$ cat config.mk
export PLATFORM = sky130hd
export DESIGN_NAME = dsm_cifb3
export DESIGN_NICKNAME = d
export VERILOG_FILES = /design/src/rtl/dsm_pkg.sv /design/src/rtl/dsm_ctrl.sv /design/src/rtl/dsm_datapath.sv /design/src/rtl/dsm_cifb3.sv
export SDC_FILE = /design/constraint.sdc
export NUM_CORES = 1
export LEC_CHECK = 0
export CORE_UTILIZATION = 59
export CTS_CLUSTER_DIAMETER = 60
export DETAILED_ROUTE_END_ITERATION = 8
export DONT_BUFFER_PORTS = 1
export PLACE_DENSITY = 0.84
export SYNTH_ARGS = -nofsm -noshare
export SYNTH_HDL_FRONTEND = slang
export SYNTH_SLANG_ARGS = --single-unit
$ cat constraint.sdc
create_clock -name clk -period 4.8 [get_ports clk]
set_input_delay 0.72 -clock clk [delete_from_list [all_inputs] [get_ports clk]]
set_output_delay 0.72 -clock clk [all_outputs]
set_load 0.005 [all_outputs]
$ cat src/rtl/dsm_pkg.sv
package dsm_pkg;
  typedef struct packed {
    logic resEn;  // registered mode: resonator term active
    logic fbPos;  // feedback polarity: 1 selects +full scale
  } loopStrobes_t;
endpackage

$ cat src/rtl/dsm_ctrl.sv
module dsm_ctrl
  import dsm_pkg::*;
(
  input  logic         clk,
  input  logic         rst,
  input  logic         modeIn,
  input  logic         bitIn,
  output loopStrobes_t strobes
);
  logic modeQ;

  always_ff @(posedge clk) begin
    if (rst) modeQ <= 1'b0;
    else     modeQ <= modeIn;
  end

  always_comb begin
    strobes.resEn = modeQ;
    strobes.fbPos = bitIn;
  end

  // mode takes effect one clock after it is presented
  assert_mode_latency_R5: assert property (@(posedge clk) disable iff (rst)
    !rst |=> (strobes.resEn == $past(modeIn)));
endmodule

$ cat src/rtl/dsm_datapath.sv
module dsm_datapath
  import dsm_pkg::*;
#(
  parameter int W  = 12,
  parameter int IW = 18,
  parameter int A1 = 3,
  parameter int A2 = 2,
  parameter int A3 = 1,
  parameter int G  = 7
) (
  input  logic                clk,
  input  logic                rst,
  input  logic signed [W-1:0] sampleIn,
  input  loopStrobes_t        strobes,
  output logic                bitOut
);
  localparam int SW = IW + 3;
  localparam int NST = 3;
  typedef logic signed [SW-1:0] wide_t;
  localparam wide_t MAXW = wide_t'((64'sd1 <<< (IW-1)) - 1);
  localparam wide_t MINW = -wide_t'(64'sd1 <<< (IW-1));
  localparam wide_t FSW  = wide_t'(64'sd1 <<< (W-1));
  localparam wide_t ZEROW = wide_t'(0);

  logic signed [IW-1:0] acc [NST];
  wide_t accW [NST];
  wide_t incr [NST];
  wide_t fbVal, xW, resTerm;

  always_comb begin
    for (int k = 0; k < NST; k++) accW[k] = wide_t'(acc[k]);
    xW      = wide_t'(sampleIn);
    fbVal   = strobes.fbPos ? FSW : -FSW;
    resTerm = strobes.resEn ? (accW[2] >>> G) : ZEROW;
    incr[0] = (xW - fbVal) >>> A1;
    incr[1] = ((accW[0] - fbVal) >>> A2) - resTerm;
    incr[2] = (accW[1] - fbVal) >>> A3;
  end

  assign bitOut = ~acc[NST-1][IW-1];

  for (genvar i = 0; i < NST; i++) begin : gStage
    wide_t sum;
    logic signed [IW-1:0] nextVal;
    always_comb begin
      sum = accW[i] + incr[i];
      if (sum > MAXW)      nextVal = MAXW[IW-1:0];
      else if (sum < MINW) nextVal = MINW[IW-1:0];
      else                 nextVal = sum[IW-1:0];
    end
    always_ff @(posedge clk) begin
      if (rst) acc[i] <= '0;
      else     acc[i] <= nextVal;
    end

    // same-sign accumulation never flips the sign
    assert_no_wrap_pos_R3: assert property (@(posedge clk) disable iff (rst)
      (!acc[i][IW-1] && !incr[i][SW-1]) |=> !acc[i][IW-1]);
    assert_no_wrap_neg_R3: assert property (@(posedge clk) disable iff (rst)
      (acc[i][IW-1] && incr[i][SW-1]) |=> acc[i][IW-1]);
    // a saturated integrator pushed further stays at its limit
    assert_sat_hold_R3: assert property (@(posedge clk) disable iff (rst)
      (accW[i] == MAXW && !incr[i][SW-1]) |=> (accW[i] == MAXW));
  end
endmodule

$ cat src/rtl/dsm_cifb3.sv
module dsm_cifb3
  import dsm_pkg::*;
#(
  parameter int W  = 12,
  parameter int IW = 18,
  parameter int A1 = 3,
  parameter int A2 = 2,
  parameter int A3 = 1,
  parameter int G  = 7
) (
  input  logic                clk,
  input  logic                rst,
  input  logic                modeWide,
  input  logic signed [W-1:0] sampleIn,
  output logic                bitOut
);
  loopStrobes_t strobes;

  dsm_ctrl uCtrl (
    .clk(clk), .rst(rst), .modeIn(modeWide), .bitIn(bitOut), .strobes(strobes)
  );

  dsm_datapath #(.W(W), .IW(IW), .A1(A1), .A2(A2), .A3(A3), .G(G)) uPath (
    .clk(clk), .rst(rst), .sampleIn(sampleIn), .strobes(strobes), .bitOut(bitOut)
  );

  // reset leaves the output at 1
  assert_reset_out_R6: assert property (@(posedge clk)
    rst |=> bitOut);
endmodule

---- Word level (Yosys, flattened, before mapping) ----
Memories as Yosys holds them, arrays and structs flattened.
Cells that the tools add are included.
cells by class
  add/subtract/negate cells ............... 7
  order comparisons ....................... 6
  mux-type cells .......................... 14
  bitwise operators ....................... 4
operators with widths
  kind                  number
  $mux 18               9
  $gt 21x18->1 const B  3
  $lt 21x18->1 const B  3
  $mux 21               2
  $sub 18x21->21        2
  $add 18x20->21        1
  $add 18x21->21        1
  $sub 12x21->21        1
  $sub 19x21->21        1
  $add 18x18->19        1
  $mux 1                3
  $or 1x1->1            3
  $not 1->1             1
storage, ports and cells
  flip-flop bits (word level) ............. 1
  memory bits (writable) .................. 54
  output and inout bits ................... 1
  word-level logic and storage cells ...... 33
  memories ................................ 1
memory list
  memory     words  bits a word  read ports  clocked after Yosys merged registers in  wr ports  RTL line            text
  uPath.acc  3      18           3           0                                        3         dsm_datapath.sv:25  logic signed [IW-1:0] acc [NST];

---- Depth between registers and ports, before layout ----
Gate-level depths: netlist (run 1).
  depth in word-level cells ............... 8
  gate-level depth with buffers ........... 20
  depth with buffers taken out ............ 17

---- By module ----
A second synthesis (run 1) with hierarchy kept.
unflattened totals
  cells, all modules ...................... 639
  area, all modules ....................... 5584.1 um2
modules (own cells, without submodules)
  module        times used  cells each  area each (um2)
  dsm_datapath  1           635         5535.3
  dsm_ctrl      1           4           48.8

---- Worst setup path after synthesis (run 1) ----
OpenSTA, ideal clock, no wires.
  path kind ............................... reg-to-reg
  start ................................... memory uPath.acc[2][17]
  end ..................................... memory uPath.acc[1][10]
  library setup time ...................... 0.138 ns
  data arrival time ....................... 4.525 ns
  required time ........................... 4.662 ns
  slack ................................... 0.136 ns
  cell stages (with the launch flop) ...... 20
  path through ............................ dfxtp_1 inv_1 ha_1 clkbuf_1 a21o_1 a211o_1 o21bai_1 nand2_1 inv_1 fa_1 inv_1 ha_1 buf_2 a21o_1 a2111oi_0 a32oi_1 xnor2_1 a311oi_4 buf_6 a211oi_2
RTL lines
  item             RTL line
  start, declared  dsm_datapath.sv:25

==> results.md, run 1 <==
* Setup violations, final at 0
* Fillers at 795
* FF-to-FF path depth at 18
* Synth top area share at 18.8%
* Layout cell share with drive strength beyond 1 at 11.1%
* Sink Count at 55
* Die W at 102 um
* Post-Syn Area per Cell at 8.71 um2
* Vias in the first global route at 4884
* Final slew viol count at 0
* Hold Fails Final Rpt at 0
* CTS Buf Count at 5
* Fin crit share at 93.7%
* Critical path type: reg -> reg
* Synth cell types at 75
* IO Pins at 16
* All-Layer GR Usage at 27.3%
* CP max stage delay at 0.47 ns
* Post-CTS Hold Fix Bufs at 0
* Port bufs at 0
* Clk root buf: clkbuf_8
* Area of the multi-input gates at 4340 um2
* Worst hold slack at 0.468 ns
* CTS max path bufs at 2
* Clock Latency Late Sink at 0.31 ns
* Syn Nets at 776
* Vert. Die Dim at 102 um
* Core footprint at 9680 um2
* Cells after Synth at 673
* Crit-path cells: clkinvlp_4 > buf_4 > ha_1 > a21o_1 > a211o_1 > o21bai_1 > nand2_1 > inv_1 > fa_1 > inv_1 > ha_1 > a21o_1 > a2111oi_1 > a32oi_1 > xnor2_2 > o22ai_2 > buf_4 > a211oi_1
* CP arrival at 4.73 ns
* Slowest-stage cell, CP: fa_1
* Post-DR vias/cell at 6.29
* Initial antenna violation count at 0
* Drt first pass iters at 5
* EDFF count, synth at 0
* GRT Residual Overflow at 0
* Most frequent cell after synthesis: inv_1
* Dominant cells by area after synthesis: dfxtp_1 19%, ha_1 14%, fa_1 7.9%
* Clock Pin Slew Worst Setup and Hold Paths at 0.12 ns
* CTS tree: done
* Seq/Total Area, Yosys at 18.8%
* Slew margin rel. at 57.0%
* DRC viols at 0
* GPL Wtd Cong at 1.00
* RSZ-0062 raised after global routing: no
* First-pass GRT wire length at 22400 um
* Worst slack at placement at 0.301 ns
* Largest net degree at the start of global routing at 41
* Crit path required time at 5.03 ns
* Max Fclk at 0.222 GHz
* Post-Syn Area at 5860 um2
* Final nets at 776
* DRT Wirelength at 13400 um
* FFs w/ async S/R, synth at 0%
* FF/Latch Area at 1100 um2
* DIE AREA at 10300 um2
* DRT antenna net count at 0
* P&R area growth vs syn at 4.52%
* Worst Setup End Kind: flop
* Setup crit start kind: flop
* Vias at 5075
* Post-layout min period at 4.50 ns
* Outcome: complete, no violations
* Max Cap Violations at 0
* Synth Flop Type: dfxtp_1
* Worst Skew at 0.0101 ns
* Initial Util at 60.6%
* Hold path depth at 1
* H-tree levels at 2
* Bufs and invs on worst path at 5
* Worst hold path class: in -> reg
* Yosys Warn Count at 0
* PnR worst setup slack at 0.304 ns
* Worst path depth at 18
* Post-route setup TNS at 0 ns
* CP delay by family, top: compound AO/OA/AOI/OAI gates
* # rows at 36
* Routed WL per cell at 16.6 um
* Number of synthesized register bits at 55
* DP HPWL at 10400 um
* CP Max Fanout at 17
* Slew @ Worst Pin at 0.645 ns
* R2r setup slk at 0.30 ns
* Drt first-iter violations at 263
* Post-synth top cells: 73 x inv_1, 65 x ha_1, 55 x a21oi_1, 55 x dfxtp_1, 34 x nand2_1
* Area leader, netlist: dfxtp_1
* N_diodes at 0
==> layer usage <==
layer,global-route usage (%),vias to the layer above,wire [um]
met3,2.28,30,592
li1,-,2465,-
met1,34.2,2419,5800
met4,8.14,0,281
met5,0,-,0
met2,49.6,161,6740
==> sequential cells by signal, indices dropped and copies added (netlist names) <==
register / cells
uCtrl.modeQ: 1
uPath.acc: 54
==> worst reg2reg max path, cell delays in order (launching register included) <==
cell and delay, ns:
dfxtp_1 0.43, clkinvlp_4 0.18, buf_4 0.18, ha_1 0.30, a21o_1 0.20, a211o_1 0.34
o21bai_1 0.17, nand2_1 0.11, inv_1 0.06, fa_1 0.47, inv_1 0.04, ha_1 0.30
a21o_1 0.21, a2111oi_1 0.39, a32oi_1 0.20, xnor2_2 0.25, o22ai_2 0.11, buf_4 0.24
a211oi_1 0.25
==> repair_timing <==
item                                    CTS  global route
resized for setup                         0             3
setup buffers                             0             3
endpoints found under the setup margin    0            17
==> metrics by stage <==
step                      area (um2)  utilization (%)  std cells
final                           6130             63.3        807
after detailed placement        5980             61.7        796
after floorplan                 5860                -        673
after global placement          5980             61.7        796
after global routing            6130             63.3        807
after CTS                       6090             62.9        804
==> final cells by class <==
cell class	count	area share, %
Sequential cell	55	18.0
Clock inverter	3	0.816
Clock buffer	5	1.12
Inverter	73	4.53
Multi-Input combinational cell	523	70.8
Timing Repair Buffer	15	2.04
Tap cell	133	2.71
==> worst paths after layout <==
path	startpoint	endpoint
worst max-delay path	uPath.acc[2][17]$_SDFF_PP0_	uPath.acc[1][5]$_SDFF_PP0_
worst min-delay path	rst	uPath.acc[0][17]$_SDFF_PP0_
worst max register to register	uPath.acc[2][17]$_SDFF_PP0_	uPath.acc[1][5]$_SDFF_PP0_
worst min register to register	uPath.acc[0][0]$_SDFF_PP0_	uPath.acc[0][0]$_SDFF_PP0_
==> cells by family after synthesis <==
family                   share of synthesized area, %
flip-flops                                       18.8
AO/OA/AOI/OAI                                    32.1
adder cells (fa/ha/maj)                          21.7
XOR/XNOR                                         7.47
buffers and inverters                            7.36
AND/OR/NAND/NOR                                  12.2
multiplexers                                    0.363
==> cells in the final DEF (no fill, tap or decap), types with 8 or more instances in the layout <==
cell type / n
o21ai_1: 17
nand3_1: 11
nor3_1: 8
nor2_1: 22
ha_1: 65
xnor2_1: 23
a211oi_2: 22
buf_4: 14
o21ai_0: 29
inv_1: 72
nand2_1: 34
xor2_1: 26
a21o_1: 19
a211oi_1: 20
and2_1: 13
o31ai_1: 8
fa_1: 23
dfxtp_1: 55
a21oi_1: 55
Power of run 1 is left out: the tool's default activity adds up to more than one toggle a clock period on the data nets, which glitch-free logic cannot reach.
==> run 2: changes to the inputs <==
--- a/config.mk
+++ b/config.mk
@@ -5,11 +5,13 @@
 export SDC_FILE = /design/constraint.sdc
 export NUM_CORES = 1
 export LEC_CHECK = 0
-export CORE_UTILIZATION = 59
+export ABC_AREA = 1
+export CORE_UTILIZATION = 60
 export CTS_CLUSTER_DIAMETER = 60
 export DETAILED_ROUTE_END_ITERATION = 8
 export DONT_BUFFER_PORTS = 1
-export PLACE_DENSITY = 0.84
+export PLACE_DENSITY = 0.82
 export SYNTH_ARGS = -nofsm -noshare
 export SYNTH_HDL_FRONTEND = slang
+export SYNTH_HIERARCHICAL = 1
 export SYNTH_SLANG_ARGS = --single-unit
==> constraint.sdc (replaced) <==
create_clock -name clk -period 4.22 [get_ports clk]
set_input_delay 0.633 -clock clk [delete_from_list [all_inputs] [get_ports clk]]
set_output_delay 0.633 -clock clk [all_outputs]
set_load 0.005 [all_outputs]
==> results.md, run 2 <==
* Outcome: complete, no violations
* CTS max path bufs at 2 (unchanged)
* Max Cap Violations at 0 (unchanged)
* FFs w/ async S/R, synth at 0% (unchanged)
* GPL Wtd Cong at 0.921 (-8.1%)
* Worst R2R End: uPath/acc[1][11]$_SDFF_PP0_
* RR Startpoint: uPath/acc[2][17]$_SDFF_PP0_
* Area leader, netlist: dfxtp_1
* Main combinational cell family by area after synthesis: simple AND/OR/NAND/NOR gates
* Setup violations, final at 0 (unchanged)
* Synth cell types at 36 (-52%)
* Post-route setup TNS at 0 ns (unchanged)
* Drt first pass iters at 5 (unchanged)
* Most common cell after layout, fill and taps aside: nand2_1
* N_diodes at 0 (unchanged)
* Slew margin rel. at 60.5% (+3.6 points)
* Vias in the first global route at 5576 (+14%)
* CP delay by family, top: simple AND/OR/NAND/NOR gates
* P&R area growth vs syn at 6.44%
* Setup crit start kind: flop
* Routed WL per cell at 13.8 um (-17%)
* Drt first-iter violations at 374 (+42%)
* First-pass GRT wire length at 26100 um (+16%)
* Final nets at 1101 (+42%)
* Clock Pin Slew Worst Setup and Hold Paths at 0.11 ns (about the same)
* FF-to-FF path depth at 24 (+6)
* Worst hold start: rst
* Worst Skew at 0.0151 ns (+0.00501 ns)
* Layout cell share with drive strength beyond 1 at 11.1% (-0.016 points)
* Hold path depth at 1 (unchanged)
* Post-CTS Hold Fix Bufs at 0 (unchanged)
* CP Max Fanout at 7 (-10)
* Cells after Synth at 981 (+46%)
* Dominant cells by area after synthesis: dfxtp_1 17%, nand2_1 17%, ha_1 13%
* Clock Latency Late Sink at 0.33 ns (+0.02 ns)
* Bufs and invs on worst path at 6 (+1)
* Post-Synth Simple-Gate Area at 34.3% (+22 points)
* Synth Area in Compound Gates at 10.4% (-22 points)
* CTS Buf Count at 5 (unchanged)
* Vert. Die Dim at 105 um (+3.2%)
* Largest registers: uPath/acc x54, uCtrl/modeQ x1
* Port bufs at 0 (unchanged)
* H-tree levels at 2 (unchanged)
* RSZ-0062 raised after global routing: no
* Final slew viol count at 0 (unchanged)
* Fillers at 976 (+23%)
* Syn Nets at 1084 (+40%)
* Synth Area in Adders at 20.0% (-1.7 points)
* Yosys Warn Count at 6 (+6)
* CP max stage delay at 0.50 ns (+0.03 ns)
* Synth Area in XOR/XNOR at 6.06% (-1.4 points)
* Post-synth top cells: 286 x nand2_1, 151 x inv_1, 73 x nand3_1
* Mux contribution to synthesized area at 0% (-0.36 points)
* CTS tree: done
* DRC viols at 0 (unchanged)
* Initial antenna violation count at 0 (unchanged)
* Max Fclk at 0.255 GHz (+15%)
* IO Pins at 16 (unchanged)
* Vias at 6143 (+21%)
* R2r setup slk at 0.30 ns (about the same)
* Post-Syn Area per Cell at 6.48 um2 (-26%)
* All-Layer GR Usage at 29.5% (+2.2 points)
* Slowest-stage cell, CP: fa_1
* Initial Util at 61.9% (+1.3 points)
* Core footprint at 10300 um2 (+6.1%)
* DRT antenna net count at 0 (unchanged)
* Post-layout min period at 3.92 ns (-0.576 ns)
* DRT Wirelength at 15700 um (+17%)
* Critical Path Source: uPath/acc[2][17]$_SDFF_PP0_
* Critical path type: reg -> reg
* Hold endpoint: uPath/acc[2][17]$_SDFF_PP0_
* Seq/Total Area, Yosys at 17.3% (-1.5 points)
* EDFF count, synth at 0 (unchanged)
* Worst hold path class: in -> reg
* Hold Fails Final Rpt at 0 (unchanged)
* DIE AREA at 11000 um2 (+6.5%)
* Max FFs per register at 54 (unchanged)
* Largest net degree at the start of global routing at 17 (-59%)
* GRT Residual Overflow at 0 (unchanged)
* Synth Flop Type: dfxtp_1
* Slew @ Worst Pin at 0.591 ns (-0.0540 ns)
* Clk root buf: clkbuf_8
* Crit-path cells: clkinvlp_4 > buf_4 > ha_1 > nand2_1 > inv_2 > a21oi_1 > nor2_1 > nor3_2 > a21oi_2 > fa_1 > inv_1 > ha_2 > nand2_2 > nor2_2 > inv_2 > nor2_2 > nand3_1 > nand3_1 > nand2_1 > nand2_1 > nand3_2 > nand3_2 > buf_4 > nand2_1
* CP arrival at 4.14 ns (-0.59 ns)
* Post-Syn Area at 6360 um2 (+8.4%)
* Most frequent cells in the layout: 286 x nand2_1, 150 x inv_1, 73 x nand3_1
* Sink Count at 55 (unchanged)
* Die W at 105 um (+3.2%)
* Crit path required time at 4.44 ns (-0.59 ns)
* # rows at 37 (+2.8%)
* Number of synthesized register bits at 55 (unchanged)
* Synth top area share at 17.3% (-1.5 points)
* Worst path most repeated cell: nand2_1
* Worst Setup End Kind: flop
* Fin crit share at 92.9% (-0.78 points)
* Post-DR vias/cell at 5.41 (-14%)
* Most frequent cell after synthesis: nand2_1
* Biggest register: uPath/acc
* DP HPWL at 12900 um (+24%)
[run 2: how the worst max path moves through the flow]
stage                                   to  slack, ns  depth (start not counted)
6_report       uPath/acc[1][11]$_SDFF_PP0_       0.30                         24
5_1_grt         uPath/acc[1][1]$_SDFF_PP0_      0.008                         22
4_1_cts         uPath/acc[1][3]$_SDFF_PP0_       0.22                         23
2_1_floorplan  uPath/acc[1][10]$_SDFF_PP0_       0.51                         24
3_3_place_gp    uPath/acc[1][1]$_SDFF_PP0_       0.30                         23
3_5_place_dp    uPath/acc[1][3]$_SDFF_PP0_       0.25                         23
[run 2: layout make-up]
class / count / area, um2 / area share [%]
well taps: 136 / 170 / 2.51
flip-flops and latches: 55 / 1100 / 16.3
inverters: 172 / 649 / 9.60
clock buffers: 8 / 100 / 1.48
multi-input cells: 739 / 4560 / 67.3
repair buffers: 25 / 188 / 2.77
[run 2: layer usage]
| layer | part of all wire (%) | GRT usage, % | wire (um) |
|---|---|---|---|
| met1 | 49 | 42.1 | 7620 |
| met5 | 0 | 0 | 0 |
| met2 | 43 | 47.1 | 6800 |
| met3 | 5.8 | 3.37 | 909 |
| met4 | 2.2 | 7.85 | 341 |
[run 2: what timing repair did]
item / in CTS / in global routing
hold endpoints to repair: 0 / 0
setup buffers: 0 / 3
setup endpoints to repair: 0 / 34
gates resized for setup: 0 / 13
[run 2: kinds of logic after synthesis]
group / after synthesis
adder cells (fa/ha/maj): 88
buffers and inverters: 187
flip-flops: 55
AO/OA/AOI/OAI: 117
XOR/XNOR: 44
AND/OR/NAND/NOR: 490
[run 2: per-stage QoR]
step | hold slack (ns) | worst slack (ns) | area, um2 | instances | util [%]
after global routing | 0.347 | 0.00757 | 6770 | 1135 | 65.8
after detailed placement | 0.569 | 0.250 | 6580 | 1124 | 64.0
after global placement | 0.551 | 0.301 | 6580 | 1124 | 64.0
after floorplan | 0.536 | 0.514 | 6360 | 981 | -
after CTS | 0.353 | 0.218 | 6680 | 1132 | 65.0
final | 0.354 | 0.300 | 6770 | 1135 | 65.8
Power of run 2 is left out for the same reason.
